===== src/rtl/io_poll_pkg.sv =====
package io_poll_pkg;
  typedef enum logic [1:0] {
    SEL_NONE = 2'd0,
    SEL_CTRL = 2'd1,
    SEL_DATA = 2'd2
  } reg_sel_e;

  // word index of each register inside the window
  localparam int CTRL_IDX = 0;
  localparam int DATA_IDX = 1;
  // status word bit positions (software decodes these)
  localparam int RDY_BIT  = 0;
  localparam int ERR_BIT  = 1;
endpackage


===== src/rtl/io_addr_decode.sv =====
module io_addr_decode
  import io_poll_pkg::*;
#(
  parameter int ADDR_W = 32,
  parameter int WIN_W  = 16,
  parameter logic [ADDR_W-WIN_W-1:0] WIN_TAG = '1
) (
  input  logic              clk,
  input  logic              rst,
  input  logic              req,
  input  logic              we,
  input  logic [ADDR_W-1:0] addr,
  output logic              hit,
  output logic              rd,
  output logic              wr,
  output reg_sel_e          sel
);
  localparam int IDX_W = WIN_W - 2;

  logic [IDX_W-1:0] idx;
  logic             aligned;

  assign idx     = addr[WIN_W-1:2];
  assign aligned = (addr[1:0] == 2'b00);
  assign hit     = req && (addr[ADDR_W-1:WIN_W] == WIN_TAG);
  assign rd      = hit && !we;
  assign wr      = hit && we;

  always_comb begin
    sel = SEL_NONE;
    if (hit && aligned) begin
      if (idx == IDX_W'(CTRL_IDX))      sel = SEL_CTRL;
      else if (idx == IDX_W'(DATA_IDX)) sel = SEL_DATA;
    end
  end

  // nothing is claimed without a request
  a_r1_no_hit_idle: assert property (@(posedge clk) disable iff (rst)
    !req |-> (!hit && sel == SEL_NONE));
  // a register select only exists for a claimed access
  a_r10_sel_needs_hit: assert property (@(posedge clk) disable iff (rst)
    (sel != SEL_NONE) |-> hit);
endmodule


===== src/rtl/io_status_flag.sv =====
module io_status_flag (
  input  logic clk,
  input  logic rst,
  input  logic dev_set,
  input  logic data_acc,
  input  logic ctrl_rd,
  output logic ready,
  output logic err
);
  always_ff @(posedge clk) begin
    if (rst) begin
      ready <= 1'b0;
      err   <= 1'b0;
    end else begin
      // device set has priority over the processor side clear
      if (dev_set)       ready <= 1'b1;
      else if (data_acc) ready <= 1'b0;

      if (data_acc && !ready) err <= 1'b1;
      else if (ctrl_rd)       err <= 1'b0;
    end
  end

  // a device set always leaves ready high
  a_r9_set_wins: assert property (@(posedge clk) disable iff (rst)
    dev_set |=> ready);
  // consuming access without a set drops ready
  a_r5_clear_on_access: assert property (@(posedge clk) disable iff (rst)
    (data_acc && !dev_set) |=> !ready);
  // unready access leaves the error mark
  a_r8_err_sticky_set: assert property (@(posedge clk) disable iff (rst)
    (data_acc && !ready) |=> err);
  // only a status read removes the mark
  a_r7_err_holds: assert property (@(posedge clk) disable iff (rst)
    (err && !ctrl_rd) |=> err);
  // ready rises only on a device pulse
  a_r3_rise_needs_set: assert property (@(posedge clk) disable iff (rst)
    (!ready && !dev_set) |=> !ready);
endmodule


===== src/rtl/io_data_path.sv =====
module io_data_path
  import io_poll_pkg::*;
#(
  parameter int DATA_W = 32,
  parameter int BYTE_W = 8
) (
  input  logic              clk,
  input  logic              rst,
  input  logic              dev_set,
  input  logic [BYTE_W-1:0] dev_byte,
  input  logic              rd,
  input  logic              wr,
  input  reg_sel_e          sel,
  input  logic              ready,
  input  logic              err,
  input  logic [BYTE_W-1:0] wbyte,
  output logic [DATA_W-1:0] rdata,
  output logic              rvalid,
  output logic              tx_strobe,
  output logic [BYTE_W-1:0] tx_byte
);
  logic [BYTE_W-1:0] rx_byte;
  logic [DATA_W-1:0] rd_word;
  logic              tx_take;

  assign tx_take = wr && (sel == SEL_DATA) && ready;

  always_comb begin
    rd_word = '0;
    case (sel)
      SEL_CTRL: begin
        rd_word[RDY_BIT] = ready;
        rd_word[ERR_BIT] = err;
      end
      SEL_DATA: rd_word[BYTE_W-1:0] = rx_byte;
      default:  rd_word = '0;
    endcase
  end

  always_ff @(posedge clk) begin
    if (rst) begin
      rx_byte   <= '0;
      rdata     <= '0;
      rvalid    <= 1'b0;
      tx_strobe <= 1'b0;
      tx_byte   <= '0;
    end else begin
      if (dev_set) rx_byte <= dev_byte;
      rvalid <= rd;
      if (rd) rdata <= rd_word;
      tx_strobe <= tx_take;
      if (tx_take) tx_byte <= wbyte;
    end
  end

  // one response per window read, none otherwise
  a_r4_rvalid_follows: assert property (@(posedge clk) disable iff (rst)
    rd |=> rvalid);
  a_r11_no_stray_rvalid: assert property (@(posedge clk) disable iff (rst)
    !rd |=> !rvalid);
  // a store to an unready port is dropped
  a_r8_drop_write: assert property (@(posedge clk) disable iff (rst)
    (wr && sel == SEL_DATA && !ready) |=> !tx_strobe);
  // output byte carries the store data
  a_r6_tx_byte: assert property (@(posedge clk) disable iff (rst)
    tx_take |=> (tx_strobe && tx_byte == $past(wbyte)));
endmodule


===== src/rtl/io_poll_regs.sv =====
module io_poll_regs
  import io_poll_pkg::*;
#(
  parameter int ADDR_W = 32,
  parameter int DATA_W = 32,
  parameter int BYTE_W = 8,
  parameter int WIN_W  = 16
) (
  input  logic              clk,
  input  logic              rst,
  input  logic              bus_req,
  input  logic              bus_we,
  input  logic [ADDR_W-1:0] bus_addr,
  input  logic [DATA_W-1:0] bus_wdata,
  output logic [DATA_W-1:0] bus_rdata,
  output logic              bus_rvalid,
  output logic              io_hit,
  input  logic              dev_set,
  input  logic [BYTE_W-1:0] dev_byte,
  output logic              dev_ready,
  output logic              tx_strobe,
  output logic [BYTE_W-1:0] tx_byte
);
  logic     rd, wr, ready, err, data_acc, ctrl_rd;
  reg_sel_e sel;
  logic     wdata_unused;

  assign wdata_unused = ^bus_wdata[DATA_W-1:BYTE_W];
  assign data_acc     = (rd || wr) && (sel == SEL_DATA);
  assign ctrl_rd      = rd && (sel == SEL_CTRL);
  assign dev_ready    = ready;

  io_addr_decode #(
    .ADDR_W (ADDR_W),
    .WIN_W  (WIN_W)
  ) u_dec (
    .clk  (clk),
    .rst  (rst),
    .req  (bus_req),
    .we   (bus_we),
    .addr (bus_addr),
    .hit  (io_hit),
    .rd   (rd),
    .wr   (wr),
    .sel  (sel)
  );

  io_status_flag u_flag (
    .clk      (clk),
    .rst      (rst),
    .dev_set  (dev_set),
    .data_acc (data_acc),
    .ctrl_rd  (ctrl_rd),
    .ready    (ready),
    .err      (err)
  );

  io_data_path #(
    .DATA_W (DATA_W),
    .BYTE_W (BYTE_W)
  ) u_dp (
    .clk       (clk),
    .rst       (rst),
    .dev_set   (dev_set),
    .dev_byte  (dev_byte),
    .rd        (rd),
    .wr        (wr),
    .sel       (sel),
    .ready     (ready),
    .err       (err),
    .wbyte     (bus_wdata[BYTE_W-1:0]),
    .rdata     (bus_rdata),
    .rvalid    (bus_rvalid),
    .tx_strobe (tx_strobe),
    .tx_byte   (tx_byte)
  );

  // reset leaves the port idle
  a_r2_reset_idle: assert property (@(posedge clk)
    rst |=> (!dev_ready && !bus_rvalid && !tx_strobe));
  // stores outside the window never emit a byte
  a_r11_outside_quiet: assert property (@(posedge clk) disable iff (rst)
    (bus_req && !io_hit) |=> !tx_strobe);
endmodule


===== config.mk =====
export PLATFORM = sky130hd
export DESIGN_NAME = io_poll_regs
export DESIGN_NICKNAME = d
export VERILOG_FILES = /design/src/rtl/io_poll_pkg.sv /design/src/rtl/io_addr_decode.sv /design/src/rtl/io_status_flag.sv /design/src/rtl/io_data_path.sv /design/src/rtl/io_poll_regs.sv
export SDC_FILE = /design/constraint.sdc
export NUM_CORES = 1
export LEC_CHECK = 0
export BUFFER_PORTS_ARGS = -buffer_cell sky130_fd_sc_hd__buf_2
export CAP_MARGIN = 20
export CORE_UTILIZATION = 41
export DETAILED_ROUTE_END_ITERATION = 10
export PLACE_DENSITY = 0.85
export SETUP_SLACK_MARGIN = 0.1
export SYNTH_ARGS = -nofsm -noshare
export SYNTH_HDL_FRONTEND = slang
export SYNTH_HIERARCHICAL = 1
export SYNTH_SLANG_ARGS = --single-unit

===== constraint.sdc =====
create_clock -name clk -period 3.9 [get_ports clk]
set_input_delay 0.195 -clock clk [delete_from_list [all_inputs] [get_ports clk]]
set_output_delay 0.195 -clock clk [all_outputs]
set_load 0.01 [all_outputs]

==> impl_metrics.json, run 1 <==
{
  "grt_max_degree": 38,
  "first_global_vias": 974,
  "dieArea_sq_um": 3750,
  "final_cell_mix": "72 x buf_2, 28 x dfxtp_1, 25 x nand2b_1",
  "synth.top_cell.area_share": 0.389,
  "nets": 308,
  "cp.arrival_ns": 2.73,
  "synth_area_per_cell_sq_um": 9.06,
  "final_util": 0.520,
  "finalClockSkew_ns": 0.00323,
  "fp.dieH_microns": 61.3,
  "holdWs_ns": 0.118,
  "ctsResizeCount": 0,
  "setup_ws_ns": 1.41,
  "synth_area_leaders": "dfxtp_1 39%, buf_4 13%, mux2i_1 11%, nand2b_1 11%, a21oi_1 2.8%",
  "port_buffers": 72,
  "relSlewSlack": 0.497,
  "clock-root-buffer": "clkbuf_4",
  "ios": 121,
  "status": "completed",
  "diodes": 0,
  "cts_tree": "done",
  "area_growth_pct": 21.4,
  "clkSlewWorstSetupHoldPaths_ns": 0.13,
  "hold_class": "in2reg",
  "wl_microns": 2660,
  "core-area_sq_um": 3360,
  "drt_pass1_iterations": 4,
  "routabilityCongestion": 0.754,
  "worst_pin_slew_ns": 0.748,
  "cts_buffer_depth": 2,
  "worstSetupStartpointType": "primary input",
  "finalMaxSlewViolations": 0,
  "core.rowCount": 21,
  "drive_above_1_share": 0.348,
  "ant_nets": 0,
  "power_density_nw_per_um2": 265,
  "place_ws_ns": 1.08,
  "syn_inst": 159,
  "viasPerCell": 4.37,
  "post_cts_buffers": 0,
  "crit_type": "in2reg",
  "regToRegSetupSlack_ns": 2.67,
  "die_w_microns": 61.3,
  "critical_path_required_ns": 4.15,
  "start_util": 0.428,
  "final_common_cell": "buf_2",
  "synth-seq-cells": 28,
  "syn-cell-area_sq_um": 1440,
  "fin_setup_tns_ns": 0,
  "grt.overflow.total": 0,
  "setup-violations-final": 0,
  "drc": 0,
  "ys_types": 25,
  "via_count": 1193,
  "maxCapViolations": 0,
  "fmax_mhz": 402,
  "ctsHoldBuffers": 0,
  "finalCritPeriodShare": 0.638,
  "wl_per_cell_microns": 9.74,
  "total_power_w": 0.000463,
  "ys_warn_count": 6,
  "irDropWorstVdd_mv": 0.101,
  "synth_area_leader_cell": "dfxtp_1",
  "p_leak_nw": 0.825,
  "grt_first_pass_wirelength_microns": 4020,
  "clock_sinks": 28,
  "antenna_found_initial": 0,
  "cts_buffers": 3,
  "initialDrtViolationCount": 42,
  "clk_latency_ns": 0.31,
  "dp_hpwl_microns": 2050,
  "rsz0062_at_grt": "no",
  "end_kind": "register",
  "hold_violations": 0,
  "crit_fanout": 9,
  "ys_seq_area_frac": 0.389,
  "grt_use_total": 0.143,
  "cts-htree-levels": 1,
  "min_period_ns": 2.49
}
routing by layer:
metal,vias to the layer above,routed length (microns),track usage
met1,506,1130,0.174
met2,62,1310,0.256
met5,-,0,0
met4,0,27,0.0682
li1,623,-,-
met3,2,186,0.0105
area by class of cell:
class	instances	area, sq um
Inverter	7	26.3
Fill cell	342	1620
Multi-Input combinational cell	116	713
Clock buffer	3	22.5
Timing Repair Buffer	73	368
Sequential cell	28	561
Tap cell	46	57.6
synthesized netlist by cell type (all sizes together):
| cell | number |
|---|---|
| nand4 | 4 |
| nor3 | 3 |
| dfxtp | 28 |
| a22oi | 2 |
| nor3b | 1 |
| nor2b | 2 |
| clkbuf | 1 |
| conb | 1 |
| and3b | 1 |
| or4 | 1 |
| nand2 | 1 |
| inv | 7 |
| nor2 | 10 |
| mux2i | 16 |
| or3b | 1 |
| nand2b | 25 |
| nand3 | 7 |
| o32ai | 2 |
| and3 | 1 |
| buf | 30 |
| ha | 2 |
| nor4 | 5 |
| a21oi | 8 |
registers in the layout, indices dropped and copies added, names as in the netlist:
| register | count |
|---|---|
| u_dp/rdata | 8 |
| u_dp/rvalid | 1 |
| u_dp/rx_byte | 8 |
| u_dp/tx_byte | 8 |
| u_dp/tx_strobe | 1 |
| u_flag/err | 1 |
| u_flag/ready | 1 |
kinds of logic after synthesis:
group,after synthesis,synth area share
muxes,16,0.111
buffers and inverters,38,0.175
adders and majority gates,2,0.0174
other,1,0.00260
AOI/OAI and AO/OA,12,0.0504
DFF,28,0.389
and+or+nand+nor,62,0.254
worst paths after layout:
kind | start | endpoint | cells past startpoint
setup reg to reg | u_flag/ready | u_dp/tx_byte[3] | 2
hold reg to reg | u_dp/rdata[7] | u_dp/rdata[7] | 2
setup / recovery | bus_addr[19] | u_dp/tx_byte[3] | 7
hold / removal | dev_byte[5] | u_dp/rx_byte[5] | 3
report_power, final:
group	switching, W	internal (W)
Combinational	0.0000308	0.0000286
Clock	0.0000728	0.0000360
Sequential	0.00000331	0.000292
worst max-delay path, stage by stage:
cell and delay [ns]:
buf_2 0.08, nand4_1 0.08, or4_4 0.54, nor4_1 0.54
ha_1 0.49, and3_1 0.55, mux2i_1 0.25
metrics by stage:
step | cells | area [sq um]
finish | 273 | 1750
global route | 273 | 1750
CTS | 273 | 1750
detailed placement | 270 | 1730
global placement | 270 | 1730
floorplan | 182 | 1530
Power figures use the tool's default switching activity.
==> inputs of run 2 (changes only) <==
ABC_AREA = 1   (was unset)
CORE_UTILIZATION = 35   (was 41)
PLACE_DENSITY = 0.77   (was 0.85)
clock period = 2.24 ns   (was 3.9 ns; I/O delays follow)
==> run 2 against run 1 <==
Against the previous run: critical path depth is 3 higher; worst setup slack worse by 0.78 ns; clock skew shrank 0.0026 ns; critical path type unchanged; total power increased by 97%; die area rose by 19%; sequential power rose by 75%; global-route usage down 0.75 points; clock power rose to 2.7 times the previous value; non-clock buffer count increased by 1; final cell count is 24% higher; flip-flop and latch count is the same.
==> impl_metrics.json, run 2 <==
{
  "synth.top_cell.area_share": 0.382,
  "clock_sinks": 28,
  "r2r_cells": 4,
  "synth_area_leaders": "dfxtp_1 38%, buf_4 13%, nor2_1 13%, nand2_1 12%, inv_1 4.9%",
  "holdWs_ns": 0.0625,
  "ctsHoldBuffers": 0,
  "ios": 121,
  "fmax_mhz": 621,
  "ys.flop_type": "dfxtp_1",
  "ys_warn_count": 6,
  "crit_family": "simple AND/OR/NAND/NOR gates",
  "viasPerCell": 4.16,
  "finalCritPeriodShare": 0.718,
  "ant_nets": 0,
  "routabilityCongestion": 0.829,
  "core.rowCount": 23,
  "start_util": 0.367,
  "crit_type": "in2reg",
  "min_period_ns": 1.61,
  "hold_start": "dev_byte[3]",
  "end_kind": "register",
  "cts-htree-levels": 1,
  "initialDrtViolationCount": 49,
  "cts_buffers": 3,
  "synth_area_per_cell_sq_um": 6.83,
  "top_regs": "u_dp/rdata: 8 flops, u_dp/rx_byte: 8 flops, u_dp/tx_byte: 8 flops",
  "fin_area_sq_um": 1830,
  "cts_buffer_depth": 2,
  "wl_per_cell_microns": 8.44,
  "status": "completed",
  "hold_path_end": "u_dp/rx_byte[3]",
  "worstHoldPathCells": 3,
  "grt_first_pass_wirelength_microns": 4770,
  "grt_max_degree": 18,
  "yosysMostFrequentCell": "nor2_1",
  "area_growth_pct": 24.8,
  "via_count": 1406,
  "critical_path_required_ns": 2.45,
  "hold_violations": 0,
  "core-area_sq_um": 4000,
  "power_density_nw_per_um2": 499,
  "clkSlewWorstSetupHoldPaths_ns": 0.09,
  "drc": 0,
  "finalMaxSlewViolations": 0,
  "synthTopCellsByCount": "50 x nor2_1, 48 x nand2_1, 28 x dfxtp_1",
  "dpl_cell_area_sq_um": 1780,
  "nets": 368,
  "path_buf_inv": 1,
  "synth-seq-cells": 28,
  "ys_seq_area_frac": 0.382,
  "post_cts_buffers": 0,
  "finalClockSkew_ns": 0.000583,
  "maxCapViolations": 0,
  "wl_microns": 2850,
  "synthArstFlopShare": 0,
  "dieArea_sq_um": 4460,
  "fin_setup_tns_ns": 0,
  "clock-root-buffer": "clkbuf_8",
  "crit_fanout": 17,
  "dp_hpwl_microns": 2260,
  "worstSetupStartpointType": "primary input",
  "final_cell_mix": "72 x buf_2, 50 x nor2_1, 48 x nand2_1",
  "crit_slowest_cell": "ha_1",
  "final_common_cell": "buf_2",
  "r2r-end": "u_dp/tx_byte[6]",
  "fp.dieH_microns": 66.8,
  "cpPeakStageDelay_ns": 0.44,
  "ctsResizeCount": 0,
  "ys_types": 20,
  "irDropWorstVdd_mv": 0.446,
  "rsz0062_at_grt": "no",
  "regToRegSetupSlack_ns": 1.27,
  "cp.arrival_ns": 1.82,
  "crit_chain": "buf_2, or2_1, nor2_2, nand3_1, nor2_1, ha_1, nand3_4, nand2_1, nand2_1, nor2_1",
  "hold_class": "in2reg",
  "synth_edf_count": 0,
  "drt_pass1_iterations": 4,
  "first_global_vias": 1202,
  "drive_above_1_share": 0.288,
  "setup-violations-final": 0,
  "p_leak_nw": 0.961,
  "grt.overflow.total": 0,
  "diodes": 0,
  "grt_use_total": 0.136,
  "die_w_microns": 66.8,
  "syn-cell-area_sq_um": 1470,
  "clk_latency_ns": 0.26,
  "syn_inst": 215,
  "cts_tree": "done",
  "synth_area_leader_cell": "dfxtp_1",
  "antenna_found_initial": 0,
  "r2r_start": "u_flag/ready",
  "port_buffers": 72
}
-- run 2: final cells by class --
| class | instances | area (sq um) |
|---|---|---|
| tap | 50 | 62.6 |
| multi-input combinational | 162 | 703 |
| inverter | 20 | 75.1 |
| timing repair buffer | 74 | 375 |
| sequential | 28 | 561 |
| fill | 433 | 2170 |
| clock buffer | 4 | 55.1 |
-- run 2: logic make-up after synthesis --
| kind of cell | synth area share |
|---|---|
| buf+inv | 0.198 |
| simple gates | 0.339 |
| other cells | 0.00256 |
| fa+ha+maj | 0.0170 |
| compound gates | 0.0614 |
| flops | 0.382 |
-- run 2: per-layer routing --
layer  vias to the layer above  share of wire  GRT usage
met3                         6          0.069     0.0411
met1                       590           0.44      0.148
met2                        56           0.48      0.260
met5                         -              0          0
met4                         0          0.016     0.0160
li1                        754              -          -
-- run 2: worst max path at each step --
stage                             from         endpoint  slack (ns)  depth (start not counted)
final                      bus_addr[3]  u_dp/tx_byte[6]        0.63                         10
after floorplan            bus_addr[3]  u_dp/tx_byte[0]        0.69                         12
after global placement     bus_addr[3]  u_dp/tx_byte[1]        0.35                          9
after detailed placement   bus_addr[3]  u_dp/tx_byte[6]        0.31                         10
after CTS                  bus_addr[3]  u_dp/tx_byte[6]        0.60                         10
after global routing      bus_addr[23]  u_dp/tx_byte[7]        0.37                         12
-- run 2: worst min-delay path: stages --
cell and delay [ns]:
buf_2 0.07, nor2_1 0.03, nor2_1 0.08
-- run 2: power by group --
part / switching [W] / internal (W) / total (W)
Clock: 0.000141 / 0.000157 / 0.000298
Combinational: 0.0000563 / 0.0000453 / 0.000102
Sequential: 0.00000612 / 0.000509 / 0.000515
-- run 2: per-stage QoR --
stage                     setup slack, ns  power, W   util  cells
after floorplan                     0.691  0.000604      -    238
after global placement              0.349  0.000626  0.444    334
after detailed placement            0.311  0.000627  0.444    334
after CTS                           0.596  0.000927  0.458    338
after global routing                0.368  0.000970  0.458    338
final                               0.631  0.000914  0.458    338
==> inputs of run 3 (changes only) <==
clock period = 1.3 ns   (was 2.24 ns; I/O delays follow)
==> run 3 against run 2 <==
Against the previous run: die area stayed put; count of clock-buffer cells in the layout is 1 lower; critical path depth is 2 higher; global-route usage is 1.5 points higher; sequential share of layout area is 3.3 points lower.
==> impl_metrics.json, run 3 (synthesis gave the netlist of run 2 again) <==
{
  "via_count": 1475,
  "switchingPower_w": 0.000395,
  "viasPerCell": 4.26,
  "final_cells": 346,
  "hold_class": "in2reg",
  "clk_latency_ns": 0.27,
  "clkPwrFrac": 0.384,
  "regToRegSetupSlack_ns": 0.29,
  "crit_fanout": 8,
  "place_inst": 338,
  "diodes": 0,
  "p_int_w": 0.00138,
  "min_period_ns": 1.18,
  "end_kind": "register",
  "fin_area_sq_um": 2050,
  "final_util": 0.512,
  "hold_start": "dev_byte[7]",
  "clkSlewWorstSetupHoldPaths_ns": 0.09,
  "antenna_found_initial": 0,
  "routabilityCongestion": 0.771,
  "r2r_start": "u_flag/ready",
  "final_common_cell": "buf_2",
  "dieArea_sq_um": 4460,
  "critical_path_required_ns": 1.47,
  "area_growth_pct": 39.6,
  "grt_use_total": 0.151,
  "clock-root-buffer": "clkbuf_8",
  "cts_buffer_depth": 2,
  "port_buffers": 72,
  "crit_start": "bus_addr[3]",
  "core.rowCount": 23,
  "first_global_vias": 1356,
  "wl_per_cell_microns": 9.41,
  "irDropWorstVdd_mv": 0.614,
  "clock_sinks": 28,
  "final_cell_mix": "69 x buf_2, 44 x nand2_1, 41 x nor2_1",
  "p_seq_frac": 0.501,
  "rsz0062_at_grt": "yes",
  "power_density_nw_per_um2": 867,
  "grt_first_pass_wirelength_microns": 5260,
  "die_w_microns": 66.8,
  "finalCritPeriodShare": 0.908,
  "setup-violations-final": 0,
  "initialDrtViolationCount": 47,
  "top_regs": "u_dp/rdata: 8 flops, u_dp/rx_byte: 8 flops, u_dp/tx_byte: 8 flops",
  "pwr-share-comb": 0.115,
  "post_cts_buffers": 0,
  "cp.arrival_ns": 1.35,
  "finalMaxSlewViolations": 0,
  "core-area_sq_um": 4000,
  "ant_nets": 0,
  "finalClockSkew_ns": 0.000893,
  "worstSetupStartpointType": "primary input",
  "dpl_cell_area_sq_um": 1830,
  "crit_type": "in2reg",
  "cts-htree-levels": 1,
  "sw_frac_of_total": 0.222,
  "drt_pass1_iterations": 4,
  "cts_buffers": 3,
  "start_util": 0.367,
  "grt_max_degree": 18,
  "p_leak_nw": 1.03,
  "maxCapViolations": 0,
  "nets": 376,
  "status": "completed",
  "cts_tree": "done",
  "hold_violations": 0,
  "grt.overflow.total": 0,
  "dp_hpwl_microns": 2390,
  "fmax_mhz": 847,
  "drc": 0,
  "fp.dieH_microns": 66.8,
  "drive_above_1_share": 0.361,
  "wl_microns": 3260,
  "ios": 121
}
run 3: changes by cell type in the layout (fill, tap and decap cells not counted), moves of 2 or more:
cell           change
nand3_1            -2
nor2_4             +4
nand3_2            +2
nand2_2            +2
ha_1               -2
buf_2              -3
buf_6              +5
nand2_4            +2
nor2_2             +5
nand2_1            -4
buf_4              +2
dlygate4sd3_1      +3
nor2_1             -9
run 3: final timing paths:
| check | end | cells past startpoint |
|---|---|---|
| setup / recovery | u_dp/rdata[0] | 12 |
| hold / removal | u_dp/rx_byte[7] | 3 |
| setup reg to reg | u_dp/tx_byte[0] | 4 |
| hold reg to reg | u_flag/err | 2 |
run 3: layout make-up:
class	count	area [sq um]
tap	50	62.6
sequential	28	561
clock buffer	3	41.3
clock inverter	1	30.0
inverter	20	75.1
fill	434	1950
multi-input combinational	163	818
timing repair buffer	81	462
run 3: through the flow:
stage	setup slack, ns	power, W	hold WS, ns	setup TNS [ns]
after detailed placement	-0.221	0.00109	0.290	-2.87
after CTS	0.101	0.00178	0.00174	0
after global routing	0.0330	0.00189	0.00133	0
after floorplan	-0.109	0.00104	0.132	-0.906
after global placement	-0.149	0.00109	0.287	-1.80
final	0.120	0.00178	0.00699	0
run 3: power groups by stage:
stage          Combinational (W)  Clock (W)  Sequential (W)
2_1_floorplan           0.000139          0        0.000906
3_3_place_gp            0.000178          0        0.000908
3_5_place_dp            0.000180          0        0.000908
4_1_cts                 0.000186   0.000705        0.000888
5_1_grt                 0.000230   0.000762        0.000895
6_report                0.000204   0.000683        0.000891
run 3: critical path, cell delays in order:
cell and delay [ns]:
buf_6 0.09, or2_1 0.22, nor2_2 0.12, nand3b_1 0.14, nor2_4 0.12, inv_2 0.05
ha_4 0.18, buf_6 0.14, nand2_1 0.06, nand2_1 0.05, nand2_1 0.07, a21oi_2 0.05
run 3: layer usage:
metal / part of all wire / vias up / global-route usage
li1: - / 778 / -
met1: 0.43 / 644 / 0.169
met2: 0.50 / 45 / 0.273
met3: 0.047 / 8 / 0.0445
met4: 0.019 / 0 / 0.0399
met5: 0 / - / 0
run 3: what timing repair did:
action / CTS / global route
pin swaps: 2 / 13
hold buffers: 2 / 1
endpoints found under the setup margin: 2 / 17
gates cloned: 0 / 1
hold endpoints to repair: 2 / 1
gates resized for setup: 0 / 25
